[src/rtl/smu_pkg.sv]
package smu_pkg;

    localparam int SMU_ADDR_W = 4;
    localparam int SMU_DATA_W = 8;

    // Decoded, active-high command set for one cycle
    typedef struct packed {
        logic load_addr;
        logic load_data;
        logic write;
        logic read;
    } smu_ctl_t;

    function automatic int smu_depth(input int addr_w);
        return 1 << addr_w;
    endfunction

    // Reset suppresses every command; inputs are active low
    function automatic smu_ctl_t smu_decode(
        input logic rst,
        input logic ld_addr_n,
        input logic ld_data_n,
        input logic wr_n,
        input logic rd_n
    );
        smu_ctl_t c;
        c.load_addr = !rst && !ld_addr_n;
        c.load_data = !rst && !ld_data_n;
        c.write     = !rst && !wr_n;
        c.read      = !rst && !rd_n;
        return c;
    endfunction

endpackage

[src/rtl/smu_stage_regs.sv]
module smu_stage_regs #(
    parameter int ADDR_W = 4,
    parameter int DATA_W = 8
) (
    input  logic              clk,
    input  logic              rst,
    input  logic              load_addr,
    input  logic              load_data,
    input  logic [DATA_W-1:0] bus_in,
    output logic [ADDR_W-1:0] addr_q,
    output logic [DATA_W-1:0] data_q
);

    always_ff @(posedge clk) begin
        if (rst) begin
            addr_q <= '0;
            data_q <= '0;
        end else begin
            if (load_addr) addr_q <= bus_in[ADDR_W-1:0];
            if (load_data) data_q <= bus_in;
        end
    end

    AST_STAGE_CLEAR: assert property (@(posedge clk)
        rst |=> (addr_q == '0) && (data_q == '0));
    AST_ADDR_LOAD: assert property (@(posedge clk) disable iff (rst)
        load_addr |=> addr_q == $past(bus_in[ADDR_W-1:0]));
    AST_ADDR_HOLD: assert property (@(posedge clk) disable iff (rst)
        !load_addr |=> $stable(addr_q));
    AST_DATA_LOAD: assert property (@(posedge clk) disable iff (rst)
        load_data |=> data_q == $past(bus_in));
    AST_DATA_HOLD: assert property (@(posedge clk) disable iff (rst)
        !load_data |=> $stable(data_q));

endmodule

[src/rtl/smu_array.sv]
module smu_array #(
    parameter int ADDR_W = 4,
    parameter int DATA_W = 8
) (
    input  logic              clk,
    input  logic              rst,
    input  logic              we,
    input  logic              re,
    input  logic [ADDR_W-1:0] addr,
    input  logic [DATA_W-1:0] wdata,
    output logic [DATA_W-1:0] rd_q,
    output logic              rd_valid
);

    localparam int DEPTH = smu_pkg::smu_depth(ADDR_W);

    logic [DATA_W-1:0] cells [DEPTH];

    // One row per location; no reset so contents survive rst
    for (genvar g = 0; g < DEPTH; g++) begin : g_row
        always_ff @(posedge clk) begin
            if (we && (addr == ADDR_W'(g))) cells[g] <= wdata;
        end
    end

    // Registered read port samples the pre-write contents
    always_ff @(posedge clk) begin
        if (rst) begin
            rd_q     <= '0;
            rd_valid <= 1'b0;
        end else begin
            rd_valid <= re;
            rd_q     <= re ? cells[addr] : '0;
        end
    end

    AST_RD_AFTER_RESET: assert property (@(posedge clk)
        rst |=> !rd_valid);
    AST_RD_ENABLE: assert property (@(posedge clk) disable iff (rst)
        re |=> rd_valid);
    AST_RD_IDLE: assert property (@(posedge clk) disable iff (rst)
        !re |=> !rd_valid && (rd_q == '0));

endmodule

[src/rtl/smu_bus_drv.sv]
module smu_bus_drv #(
    parameter int DATA_W = 8
) (
    input  logic              valid,
    input  logic [DATA_W-1:0] data,
    output logic [DATA_W-1:0] bus_out,
    output logic              bus_oe
);

    // Zero when idle so a wired-OR or tri-state stage sees no stray bits
    always_comb begin
        bus_oe  = valid;
        bus_out = valid ? data : '0;
    end

endmodule

[src/rtl/staged_mem_unit.sv]
module staged_mem_unit #(
    parameter int ADDR_W = smu_pkg::SMU_ADDR_W,
    parameter int DATA_W = smu_pkg::SMU_DATA_W
) (
    input  logic              clk,
    input  logic              rst,
    input  logic [DATA_W-1:0] bus_in,
    input  logic              ld_addr_n,
    input  logic              ld_data_n,
    input  logic              wr_n,
    input  logic              rd_n,
    output logic [DATA_W-1:0] bus_out,
    output logic              bus_oe,
    output logic [ADDR_W-1:0] stg_addr,
    output logic [DATA_W-1:0] stg_data
);

    smu_pkg::smu_ctl_t ctl;
    logic [DATA_W-1:0] rd_q;
    logic              rd_valid;

    assign ctl = smu_pkg::smu_decode(rst, ld_addr_n, ld_data_n, wr_n, rd_n);

    smu_stage_regs #(.ADDR_W(ADDR_W), .DATA_W(DATA_W)) u_stage (
        .clk       (clk),
        .rst       (rst),
        .load_addr (ctl.load_addr),
        .load_data (ctl.load_data),
        .bus_in    (bus_in),
        .addr_q    (stg_addr),
        .data_q    (stg_data)
    );

    smu_array #(.ADDR_W(ADDR_W), .DATA_W(DATA_W)) u_array (
        .clk      (clk),
        .rst      (rst),
        .we       (ctl.write),
        .re       (ctl.read),
        .addr     (stg_addr),
        .wdata    (stg_data),
        .rd_q     (rd_q),
        .rd_valid (rd_valid)
    );

    smu_bus_drv #(.DATA_W(DATA_W)) u_drv (
        .valid   (rd_valid),
        .data    (rd_q),
        .bus_out (bus_out),
        .bus_oe  (bus_oe)
    );

    AST_OE_TRACKS_RD: assert property (@(posedge clk) disable iff (rst)
        !rd_n |=> bus_oe);
    AST_QUIET_WHEN_IDLE: assert property (@(posedge clk) disable iff (rst)
        rd_n |=> !bus_oe && (bus_out == '0));

endmodule

[config.mk]
export PLATFORM = sky130hd
export DESIGN_NAME = staged_mem_unit
export DESIGN_NICKNAME = d
export VERILOG_FILES = /design/src/rtl/smu_pkg.sv /design/src/rtl/smu_stage_regs.sv /design/src/rtl/smu_array.sv /design/src/rtl/smu_bus_drv.sv /design/src/rtl/staged_mem_unit.sv
export SDC_FILE = /design/constraint.sdc
export NUM_CORES = 1
export LEC_CHECK = 0
export ABC_AREA = 1
export BUFFER_PORTS_ARGS = -buffer_cell sky130_fd_sc_hd__buf_4
export CAP_MARGIN = 5
export CORE_MARGIN = 8
export CORE_UTILIZATION = 24
export CTS_CLUSTER_SIZE = 14
export DETAILED_ROUTE_END_ITERATION = 6
export GPL_TIMING_DRIVEN = 0
export PLACE_DENSITY_LB_ADDON = 0.2
export SKIP_CTS_REPAIR_TIMING = 1
export SLEW_MARGIN = 30
export SYNTH_ARGS = -nofsm -noshare
export SYNTH_HDL_FRONTEND = slang
export SYNTH_SLANG_ARGS = --single-unit
[constraint.sdc]
create_clock -name clk -period 2.1 [get_ports clk]
set_input_delay 0.21 -clock clk [delete_from_list [all_inputs] [get_ports clk]]
set_output_delay 0.21 -clock clk [all_outputs]
set_load 0.1 [all_outputs]
# Word-level counts from Yosys, hierarchy flattened
# Memories as Yosys holds them, arrays and structs flattened. A register that Yosys moved wholly into a read port is not among the register bits.
# Cells that the tools add are included.
# totals
regBits	13
ram_bits	128
inputBits	14
out_inout_bits	21
memories	1
# op_classes
eq_ne	15
muxes	78
bitwise_logic	1
reduce_logical	42
# memory_table
memory	depth	word_bits	read_ports	rd_clocked_by_memory_dff	wr	line	rtl
u_array.cells	16	8	1	1	1	smu_array.sv:17	logic [DATA_W-1:0] cells [DEPTH];
# op_table
cell	count
two-way mux 8 bit	16
OR reduction 8 bit	15
two-way mux 4 bit	15
two-way mux 1 bit	47
== test 4 bit (second input constant)	8
logical AND 1 bit	20
== test 4 x 3 -> 1 bit (second input constant)	4
== test 4 x 2 -> 1 bit (second input constant)	2
logical NOT 1 bit	5
== test 4 x 1 -> 1 bit (second input constant)	1
logical NOT 4 bit	1
OR reduction 2 bit	1
inverter 1 bit	1

# Depth between registers and ports, before layout
# Gate-level depths: netlist of the first run.
# depth
depth_word	21
mapped_depth	11

# Hierarchy
# Synthesis of the first run repeated with hierarchy kept, for this count alone.
# unflattened
hier_cells	639
hier_area_um2	6174.7
# by_module_without_submodules
mod	instances	cells_each	area_each_um2
smu_array	1	544	5595.4
smu_stage_regs	1	73	491.7
smu_bus_drv	1	18	72.6
staged_mem_unit	1	4	15.0

# Worst setup path before layout of the first run
# Ideal clock, no wire load.
# synth_path
path_type	register -> register
from	reg u_stage.addr_q[1]
to	mem u_array.cells[14][0] (enable)
setup_time_ps	370
arrival_ps	2076
required_time_ps	1730
path_slack_ps	-346
stages_incl_launch_ff	5
synth_period_minus_slack_ps	2446
cell_sequence	dfxtp_1 buf_2 clkbuf_1 nand3_1 nor2_1
# synth_between
elab_chain_len	20
# synth_rtl
item	line	rtl
start, declared	smu_stage_regs.sv:10	output logic [ADDR_W-1:0] addr_q,
start signal, assigned	smu_stage_regs.sv:19	if (load_addr) addr_q <= bus_in[ADDR_W-1:0];
== test 4 x 1 -> 1 bit	smu_array.sv:22	if (we && (addr == ADDR_W'(g))) cells[g] <= wdata;
logical AND 1 bit	smu_array.sv:22	
two-way mux 1 bit	smu_array.sv:22	
two-way mux 1 bit (implied by the code)	smu_array.sv:22	
OR reduction 8 bit (no source line)	-	
two-way mux 4 bit (no source line) or two-way mux 1 bit (tied branches) (15 in a row)	-	
end, declared	smu_array.sv:17	
# Parallel ways exist; a longest one is shown, timed or not.

# Worst setup path after layout of the first run
# layout_path
from	reg u_stage.addr_q[1]
to	mem u_array.cells[13][3] (enable)
# Same word-level chain as after synthesis.

==> results of run 1 <==
sequential cells by signal, summed over array words and instances (netlist names):
signal and cells:
u_stage.addr_q 4, u_array.rd_q 8, u_array.cells 128, u_array.rd_valid 1
u_stage.data_q 8
Yosys cell counts:
cell / instances / share of area [%]
sky130_fd_sc_hd__edfxtp_1: 128 / 63
sky130_fd_sc_hd__a21oi_1: 12 / 0.99
sky130_fd_sc_hd__buf_2: 13 / 1.1
sky130_fd_sc_hd__buf_4: 4 / 0.50
sky130_fd_sc_hd__nor2_1: 37 / 2.3
sky130_fd_sc_hd__clkinv_1: 1 / 0.062
sky130_fd_sc_hd__nand2_1: 345 / 21
sky130_fd_sc_hd__nand3_1: 4 / 0.33
sky130_fd_sc_hd__inv_2: 1 / 0.062
sky130_fd_sc_hd__dfxtp_1: 21 / 6.9
sky130_fd_sc_hd__clkbuf_1: 7 / 0.43
sky130_fd_sc_hd__o21ai_0: 12 / 0.99
sky130_fd_sc_hd__inv_1: 24 / 1.5
kinds of logic (layout without fill, tap and decap cells):
group                  Yosys count  after routing
AND/OR/NAND/NOR                386            386
buffers and inverters           50            117
AO/OA/AOI/OAI                   24             24
flip-flops                     149            149
through the flow:
stage / setup slack [ns] / utilization [%] / std cells / power (mW)
CTS: -0.419 / 29.3 / 1005 / 7.10
global placement: -0.346 / 27.0 / 973 / 4.04
detailed placement: -0.397 / 27.0 / 973 / 4.05
floorplan: -0.0104 / - / 609 / 3.80
global route: -0.120 / 29.8 / 1006 / 7.31
finish: -0.0559 / 29.8 / 1006 / 7.03
power breakdown:
| group | internal [mW] | switching, mW | total [mW] |
|---|---|---|---|
| clock | 1.78 | 1.27 | 3.05 |
| sequential | 3.28 | 0.0887 | 3.36 |
| combinational | 0.154 | 0.461 | 0.615 |
path summary, 6_finish.rpt:
check                            startpoint                              to  slack [ns]  depth (start not counted)
max          u_stage.addr_q[1]$_SDFFE_PP0P_  u_array.cells[13][3]$_DFFE_PP_       -0.06                          5
min reg2reg  u_stage.addr_q[3]$_SDFFE_PP0P_  u_stage.addr_q[3]$_SDFFE_PP0P_        0.55                          2
min                               ld_addr_n  u_stage.addr_q[1]$_SDFFE_PP0P_       0.009                          2
max reg2reg  u_stage.addr_q[1]$_SDFFE_PP0P_  u_array.cells[13][3]$_DFFE_PP_       -0.06                          5
area by class of cell:
cell class	instances	share of cell area, %
clock inverters	15	2.26
flip-flops and latches	149	57.5
inverters	26	1.31
multi-input cells	410	22.5
well taps	330	5.56
clock buffers	17	5.72
plain buffers	24	1.63
repair buffers	35	3.57
routing by layer:
| layer | global-route usage (%) | share of wire, % |
|---|---|---|
| met4 | 3.71 | 1.0 |
| met2 | 17.8 | 48 |
| met5 | 0 | 0 |
| met1 | 13.9 | 47 |
| met3 | 2.59 | 3.8 |
==> reports/qor.tcl, run 1 <==
set qor(clock_tree.root_cell) {sky130_fd_sc_hd__clkbuf_16}
set qor(post-route-worst-setup-slack_ns) -0.0559
set qor(wl_per_cell_um) 15.6
set qor(ctsLongestPathBuffers) 2
set qor(end_kind) {flop}
set qor(min_period_over_period_pct) 103
set qor(design.die.area_um2) 30600
set qor(cts.htree.levels) 4
set qor(drt.antenna.violating_nets) 0
set qor(syn-mean-instance-area_um2) 9.95
set qor(die_x_um) 175
set qor(dr.pass1.iters) 5
set qor(multi_input_area_um2) 1670
set qor(floorplan.core_area_um2) 25000
set qor(synth.mux.area_fraction_pct) 0
set qor(grt_remaining_overflow) 0
set qor(setup_violations) 16
set qor(mostFrequentLayoutCells) {sky130_fd_sc_hd__nand2_1, sky130_fd_sc_hd__edfxtp_1, sky130_fd_sc_hd__buf_4}
set qor(yosysWarnings) 0
set qor(drive_above_1_share_pct) 16.3
set qor(post_synth_net_total) 623
set qor(hpwl_reported_at_the_end_of_detailed_placement_um) 10500
set qor(synth_cells) 609
set qor(mostFrequentLayoutCell) {sky130_fd_sc_hd__nand2_1}
set qor(post-route-drc-count) 0
set qor(fin_nets) 677
set qor(timing.hold.worst.class) {primary input to flop}
set qor(synthXorXnorAreaFrac_pct) 0
set qor(failed_checks) {setup timing}
set qor(worst-endpoint-arrival_ns) 2.22
set qor(run_status) {complete, but fails checks}
set qor(critical-path-top-cell-by-count) {sky130_fd_sc_hd__buf_2}
set qor(timing.setup.critical_path_class) {flop to flop}
set qor(maxcap_viol_count) 0
set qor(place.gp.congestion) 0.717
set qor(number_of_antenna_diodes) 0
set qor(worstPathRequired_ns) 2.17
set qor(synth-compound-area-share_pct) 1.98
set qor(combinational_family_with_the_most_area_after_synthesis) {simple AND/OR/NAND/NOR gates}
set qor(io_buffer_count) 34
set qor(path_delay_family) {simple AND/OR/NAND/NOR gates}
set qor(worstSetupStartpointType) {flop}
set qor(detail_route.iter0.violations) 265
set qor(transition_at_the_pin_with_the_smallest_max_transition_slack_ns) 0.923
set qor(power.static_leakage_nw) 3.07
set qor(synthesis.area_um2) 6060
set qor(slowest_delay_ns) 0.53
set qor(cts_tree) {yes}
set qor(cts.sink_count) 149
set qor(number_of_antenna_violations_at_the_first_check_in_global_routing) 0
set qor(first_global_vias) 4071
set qor(grt_pass1_wl_um) 24800
set qor(final.min_clock_period_ns) 2.16
set qor(critPathBufInv) 3
set qor(max_freq_mhz) 464
set qor(cts_inserted_buffers) 17
set qor(hold_viol) 0
set qor(rsz_0062_raised_after_global_routing) {true}
set qor(yosysSeqAreaShare_pct) 70.4
set qor(tns_ns) -0.546
set qor(clk_transition_reported_paths_ns) 0.06
set qor(final.setup_skew_ns) 0.0111
set qor(synthToLayoutAreaGrowth_pct) 22.7
set qor(io_pins) 35
set qor(ir_worst_vdd_uv) 608
set qor(globalRouteTotalUtil_pct) 10.9
set qor(grt_max_degree) 19
set qor(sequential_cell_area_um2) 4270
set qor(hold_ws_ns) 0.00888
set qor(synthAdderAreaFrac_pct) 0
set qor(worstPathCellList) {buf_2 > clkinv_1 > buf_2 > nand3_1 > nor2_2}
set qor(wl_um) 15700
set qor(post_synthesis_simple_gate_area_fraction_pct) 24.0
set qor(critical_path_peak_fanout) 10
set qor(total_of_flip_flops_plus_latches_after_synthesis) 149
set qor(vias_per_cell) 3.99
set qor(synth_cell_types) 13
set qor(n_fill_cell) 2655
set qor(max_slew_margin_vs_limit_pct) 38.4
set qor(die_y_um) 175
set qor(insertion_delay_ns) 0.43
set qor(final_design_area_no_fill_um2) 7430
set qor(placed_area_um2) 6730
set qor(total_number_of_vias) 4013
set qor(p_per_area_nw_per_um2) 946
set qor(crit_slowest_cell) {sky130_fd_sc_hd__nor2_2}
set qor(initial_utilization_pct) 24.3
set qor(core.rowCount) 58
set qor(maxSlewViolCount) 0
No activity file was read; power rests on OpenSTA's default activity.
==> run 2: changes to the inputs <==
- CORE_ASPECT_RATIO: unset -> 0.6
- REMOVE_ABC_BUFFERS: unset -> 1
==> run 2 against run 1 <==
The flow now finishes without violations. Non-clock buffer count decreased by 22. Highest routed layer unchanged. Fmax increased by 7.4%. Critical path depth shrank 2. Sequential power about the same. Cell count down 2.4%. Sequential share of layout area grew 0.57 points. Design area fell by 1.0%. Combinational power decreased by 4.1%.
==> reports/qor.tcl, run 2 (synthesized netlist as in run 1, its figures left out) <==
set qor(largest_reg_flops) 128
set qor(max_freq_mhz) 498
set qor(switching_power_mw) 1.69
set qor(synthToLayoutAreaGrowth_pct) 21.5
set qor(power_frac_seq_pct) 49.2
set qor(launch_point_of_the_worst_path) {u_stage.addr_q[0]$_SDFFE_PP0P_}
set qor(initial_utilization_pct) 24.2
set qor(worstSetupStartpointType) {flop}
set qor(cts.sink_count) 149
set qor(fin_nets) 655
set qor(detail_route.iter0.violations) 158
set qor(crit_slowest_cell) {sky130_fd_sc_hd__nand3_1}
set qor(hold_viol) 0
set qor(die_x_um) 221
set qor(mostFrequentLayoutCell) {sky130_fd_sc_hd__nand2_1}
set qor(globalRouteTotalUtil_pct) 10.6
set qor(drt.antenna.violating_nets) 0
set qor(io_pins) 35
set qor(vias_per_cell) 4.02
set qor(wl_um) 15800
set qor(max_slew_margin_vs_limit_pct) 41.3
set qor(post-route-drc-count) 0
set qor(cts.htree.levels) 4
set qor(ir_worst_vdd_uv) 555
set qor(final_design_area_no_fill_um2) 7360
set qor(core.rowCount) 45
set qor(place.gp.congestion) 0.723
set qor(critical_path_peak_fanout) 67
set qor(holdCritStartpoint) {rst}
set qor(first_global_vias) 4041
set qor(registers.top_by_ff_count) {u_array.cells}
set qor(number_of_antenna_diodes) 0
set qor(run_status) {finished clean}
set qor(worst-endpoint-arrival_ns) 2.09
set qor(cts_tree) {yes}
set qor(top_regs) {u_array.cells x128, u_array.rd_q x8, u_stage.data_q x8}
set qor(clk_transition_reported_paths_ns) 0.06
set qor(final.min_clock_period_ns) 2.01
set qor(grt_remaining_overflow) 0
set qor(post-route-worst-setup-slack_ns) 0.0926
set qor(final.setup_skew_ns) 0.0130
set qor(power.clock.fraction_pct) 42.2
set qor(drive_above_1_share_pct) 13.3
set qor(floorplan.core_area_um2) 25100
set qor(ctsLongestPathBuffers) 2
set qor(die_y_um) 139
set qor(io_buffer_count) 34
set qor(detailedPlace.worstSlack_ns) -0.450
set qor(rsz_0062_raised_after_global_routing) {true}
set qor(maxSlewViolCount) 0
set qor(number_of_antenna_violations_at_the_first_check_in_global_routing) 0
set qor(combinationalPowerShare_pct) 8.6
set qor(grt_pass1_wl_um) 24600
set qor(total_number_of_vias) 3949
set qor(hold_ws_ns) 0.0159
set qor(switching_share_pct) 24.5
set qor(wl_per_cell_um) 16.1
set qor(worstPathCellList) {inv_8 > nand3_1 > nor2_4}
set qor(transition_at_the_pin_with_the_smallest_max_transition_slack_ns) 0.880
set qor(tns_ns) 0
set qor(timing.setup.critical_path_class) {flop to flop}
set qor(placed_area_um2) 6650
set qor(maxcap_viol_count) 0
set qor(mostFrequentLayoutCells) {sky130_fd_sc_hd__nand2_1, sky130_fd_sc_hd__edfxtp_1, sky130_fd_sc_hd__buf_4}
set qor(power.static_leakage_nw) 3.01
set qor(min_period_over_period_pct) 95.6
set qor(cts_inserted_buffers) 17
set qor(p_per_area_nw_per_um2) 934
set qor(worst_reg2reg_startpoint) {u_stage.addr_q[0]$_SDFFE_PP0P_}
set qor(end_kind) {flop}
set qor(dr.pass1.iters) 4
set qor(grt_max_degree) 68
set qor(clock_tree.root_cell) {sky130_fd_sc_hd__clkbuf_16}
set qor(hpwl_reported_at_the_end_of_detailed_placement_um) 10000
set qor(slowest_delay_ns) 0.45
set qor(setup_violations) 0
set qor(insertion_delay_ns) 0.42
set qor(design.die.area_um2) 30700
set qor(worstPathRequired_ns) 2.18
set qor(intPower_mw) 5.18
set qor(timing.hold.worst.class) {primary input to flop}
-- run 2: changes by cell type in the layout (fill, tap and decap cells not counted), sizes merged --
cell      change
buf          -16
inv           -6
clkinv        +3
clkbuf        -2
clkinvlp      -2
-- run 2: cell type report --
type,count,area (µm²)
Fill cell,2534,17700
Sequential cell,149,4270
Multi-Input combinational cell,410,1700
Clock buffer,21,450
Tap cell,329,412
Timing Repair Buffer,37,305
Clock inverter,10,109
Inverter,26,108
-- run 2: critical path, delay by kind of cell, from the launching register on --
family / cells / cell delay [ns]
AND/OR/NAND/NOR: 2 / 0.87
flip-flops: 1 / 0.44
buffers and inverters: 1 / 0.34
-- run 2: routing by layer --
metal	up-vias	part of all wire [%]	GRT usage [%]
met4	0	0.39	3.04
met5	-	0	0
met3	4	3.9	2.58
li1	2023	-	-
met1	1849	54	15.1
met2	73	42	15.7
-- run 2: power groups by stage --
| stage | logic (mW) | registers, mW | clock network [mW] |
|---|---|---|---|
| after floorplan | 0.258 | 3.53 | 0 |
| after global placement | 0.541 | 3.47 | 0 |
| after detailed placement | 0.575 | 3.44 | 0 |
| after CTS | 0.577 | 3.38 | 2.96 |
| after global routing | 0.656 | 3.39 | 3.09 |
| final | 0.590 | 3.38 | 2.90 |
-- run 2: stage by stage --
stage	cells	total power [mW]	utilization, %
2_1_floorplan	585	3.78	-
3_5_place_dp	950	4.02	26.5
3_3_place_gp	948	4.01	26.4
4_1_cts	981	6.92	28.8
5_1_grt	982	7.13	29.4
6_report	982	6.87	29.4
-- run 2: final timing paths --
path / end / slack, ns / cells after the start
min: u_array.rd_valid$_SDFF_PP0_ / 0.02 / 2
min reg2reg: u_stage.addr_q[2]$_SDFFE_PP0P_ / 0.55 / 2
max: u_array.cells[2][0]$_DFFE_PP_ / 0.09 / 3
max reg2reg: u_array.cells[2][0]$_DFFE_PP_ / 0.09 / 3
==> run 3: changes to the inputs <==
- CORE_UTILIZATION: 24 -> 60
==> run 3 against run 2 <==
Die area decreased by 56%. Sequential share of layout area grew 1.1 points. Largest cell class unchanged. First-iteration DRC count rose to 3.0 times the previous value.
==> reports/qor.tcl, run 3 (synthesized netlist as in run 1, its figures left out) <==
set qor(run_status) {finished clean}
set qor(maxcap_viol_count) 0
set qor(die_y_um) 93.8
set qor(detail_route.iter0.violations) 467
set qor(cts_tree) {yes}
set qor(io_pins) 35
set qor(multi_input_area_um2) 1670
set qor(p_per_area_nw_per_um2) 1010
set qor(cts.sink_count) 149
set qor(drive_above_1_share_pct) 13.7
set qor(max_freq_mhz) 482
set qor(core.rowCount) 28
set qor(timing.hold.worst.class) {primary input to flop}
set qor(grt_max_degree) 68
set qor(floorplan.core_area_um2) 9840
set qor(clock_tree.root_cell) {sky130_fd_sc_hd__clkbuf_16}
set qor(io_buffer_count) 34
set qor(insertion_delay_ns) 0.42
set qor(final.min_clock_period_ns) 2.08
set qor(min_period_over_period_pct) 98.9
set qor(switching_power_mw) 1.65
set qor(grt_remaining_overflow) 0
set qor(hpwl_reported_at_the_end_of_detailed_placement_um) 8150
set qor(cts_inserted_buffers) 17
set qor(n_fill_cell) 661
set qor(post-route-drc-count) 0
set qor(ir_worst_vdd_uv) 787
set qor(cts.htree.levels) 4
set qor(synthToLayoutAreaGrowth_pct) 19.1
set qor(drt.antenna.violating_nets) 0
set qor(end_kind) {flop}
set qor(number_of_antenna_diodes) 0
set qor(ctsLongestPathBuffers) 2
set qor(place.detailed.instances) 756
set qor(worstSetupStartpointType) {flop}
set qor(design.die.area_um2) 13700
set qor(critical_path_peak_fanout) 35
set qor(rsz_0062_raised_after_global_routing) {true}
set qor(timing.setup.critical_path_class) {flop to flop}
set qor(number_of_antenna_violations_at_the_first_check_in_global_routing) 0
set qor(wl_per_cell_um) 17.4
set qor(combinationalPowerShare_pct) 8.0
set qor(worst-endpoint-arrival_ns) 2.14
set qor(mostFrequentLayoutCell) {sky130_fd_sc_hd__nand2_1}
set qor(sequential_cell_area_um2) 4270
set qor(globalRouteTotalUtil_pct) 20.9
set qor(setup_violations) 0
set qor(registers.top_by_ff_count) {u_array.cells}
set qor(die_x_um) 146
set qor(power_frac_seq_pct) 46.2
set qor(intPower_mw) 5.65
set qor(worstPathRequired_ns) 2.16
set qor(place.gp.congestion) 0.963
set qor(mostFrequentLayoutCells) {sky130_fd_sc_hd__nand2_1, sky130_fd_sc_hd__edfxtp_1, sky130_fd_sc_hd__buf_4}
set qor(wl_um) 13800
set qor(hold_viol) 0
set qor(initial_utilization_pct) 61.5
set qor(max_slew_margin_vs_limit_pct) 45.3
set qor(fin_nets) 657
set qor(clk_transition_reported_paths_ns) 0.06
set qor(transition_at_the_pin_with_the_smallest_max_transition_slack_ns) 0.820
set qor(vias_per_cell) 5.30
set qor(top_regs) {u_array.cells x128, u_array.rd_q x8, u_stage.data_q x8}
set qor(largest_reg_flops) 128
set qor(total_number_of_vias) 4196
set qor(power.static_leakage_nw) 3.07
set qor(maxSlewViolCount) 0
set qor(first_global_vias) 3926
set qor(dr.pass1.iters) 5
set qor(grt_pass1_wl_um) 21400
set qor(switching_share_pct) 22.7
set qor(r2r_setup_slack_ns) 0.02
set qor(final_cell_count_no_fill) 791
set qor(power.clock.fraction_pct) 45.8
set qor(postLayoutCoreUtil_pct) 73.3
set qor(final.setup_skew_ns) 0.00884
==> run 3: cell count changes in the layout (fill, tap and decap cells not counted), sizes merged <==
cell and delta:
clkinv -1, inv -1, clkinvlp -1, bufinv +4, buf +2
==> run 3: final timing paths <==
| kind | from | end | depth (start not counted) |
|---|---|---|---|
| max reg2reg | u_stage.addr_q[1]$_SDFFE_PP0P_ | u_array.cells[13][7]$_DFFE_PP_ | 3 |
| min reg2reg | u_stage.addr_q[3]$_SDFFE_PP0P_ | u_stage.addr_q[3]$_SDFFE_PP0P_ | 2 |
| min | rst | u_array.rd_valid$_SDFF_PP0_ | 2 |
| max | u_stage.addr_q[1]$_SDFFE_PP0P_ | u_array.cells[13][7]$_DFFE_PP_ | 3 |
==> run 3: per-layer routing <==
layer / vias up / track usage [%] / part of all wire, %
met5: - / 0 / 0
met4: 0 / 8.01 / 1.7
met3: 20 / 5.53 / 9.6
met2: 193 / 31.6 / 45
met1: 1955 / 28.5 / 44
li1: 2028 / - / -
==> run 3: per-stage QoR <==
step	power, mW	hold WS, ns	instance area (µm²)	setup WS, ns	setup TNS, ns
CTS	7.28	-0.0384	7060	-0.624	-42.67
finish	7.30	0.00568	7220	0.0241	0
floorplan	3.78	0.288	5940	-1.64	-197.90
global placement	3.96	0.397	6360	-2.36	-283.72
detailed placement	3.98	0.395	6420	-0.602	-39.81
global route	7.50	0.0157	7220	-0.101	-2.36
==> run 3: critical path, cell delays in order, from the launching register on <==
cell and delay (ns):
sky130_fd_sc_hd__dfxtp_2 0.48, sky130_fd_sc_hd__inv_4 0.41, sky130_fd_sc_hd__nand3_1 0.33, sky130_fd_sc_hd__nor2_2 0.49
==> run 3: cell type report <==
type / instances / area share [%]
Tap cell: 135 / 2.34
Timing Repair Buffer: 39 / 4.77
Inverter: 26 / 1.56
Clock inverter: 11 / 2.88
Multi-Input combinational cell: 410 / 23.2
Sequential cell: 149 / 59.2
Clock buffer: 21 / 6.10
==> run 3: power by group through the flow <==
stage	logic (mW)	registers, mW	clock network [mW]
2_1_floorplan	0.258	3.53	0
3_3_place_gp	0.512	3.45	0
3_5_place_dp	0.545	3.44	0
4_1_cts	0.550	3.38	3.35
5_1_grt	0.636	3.38	3.48
6_report	0.586	3.37	3.34
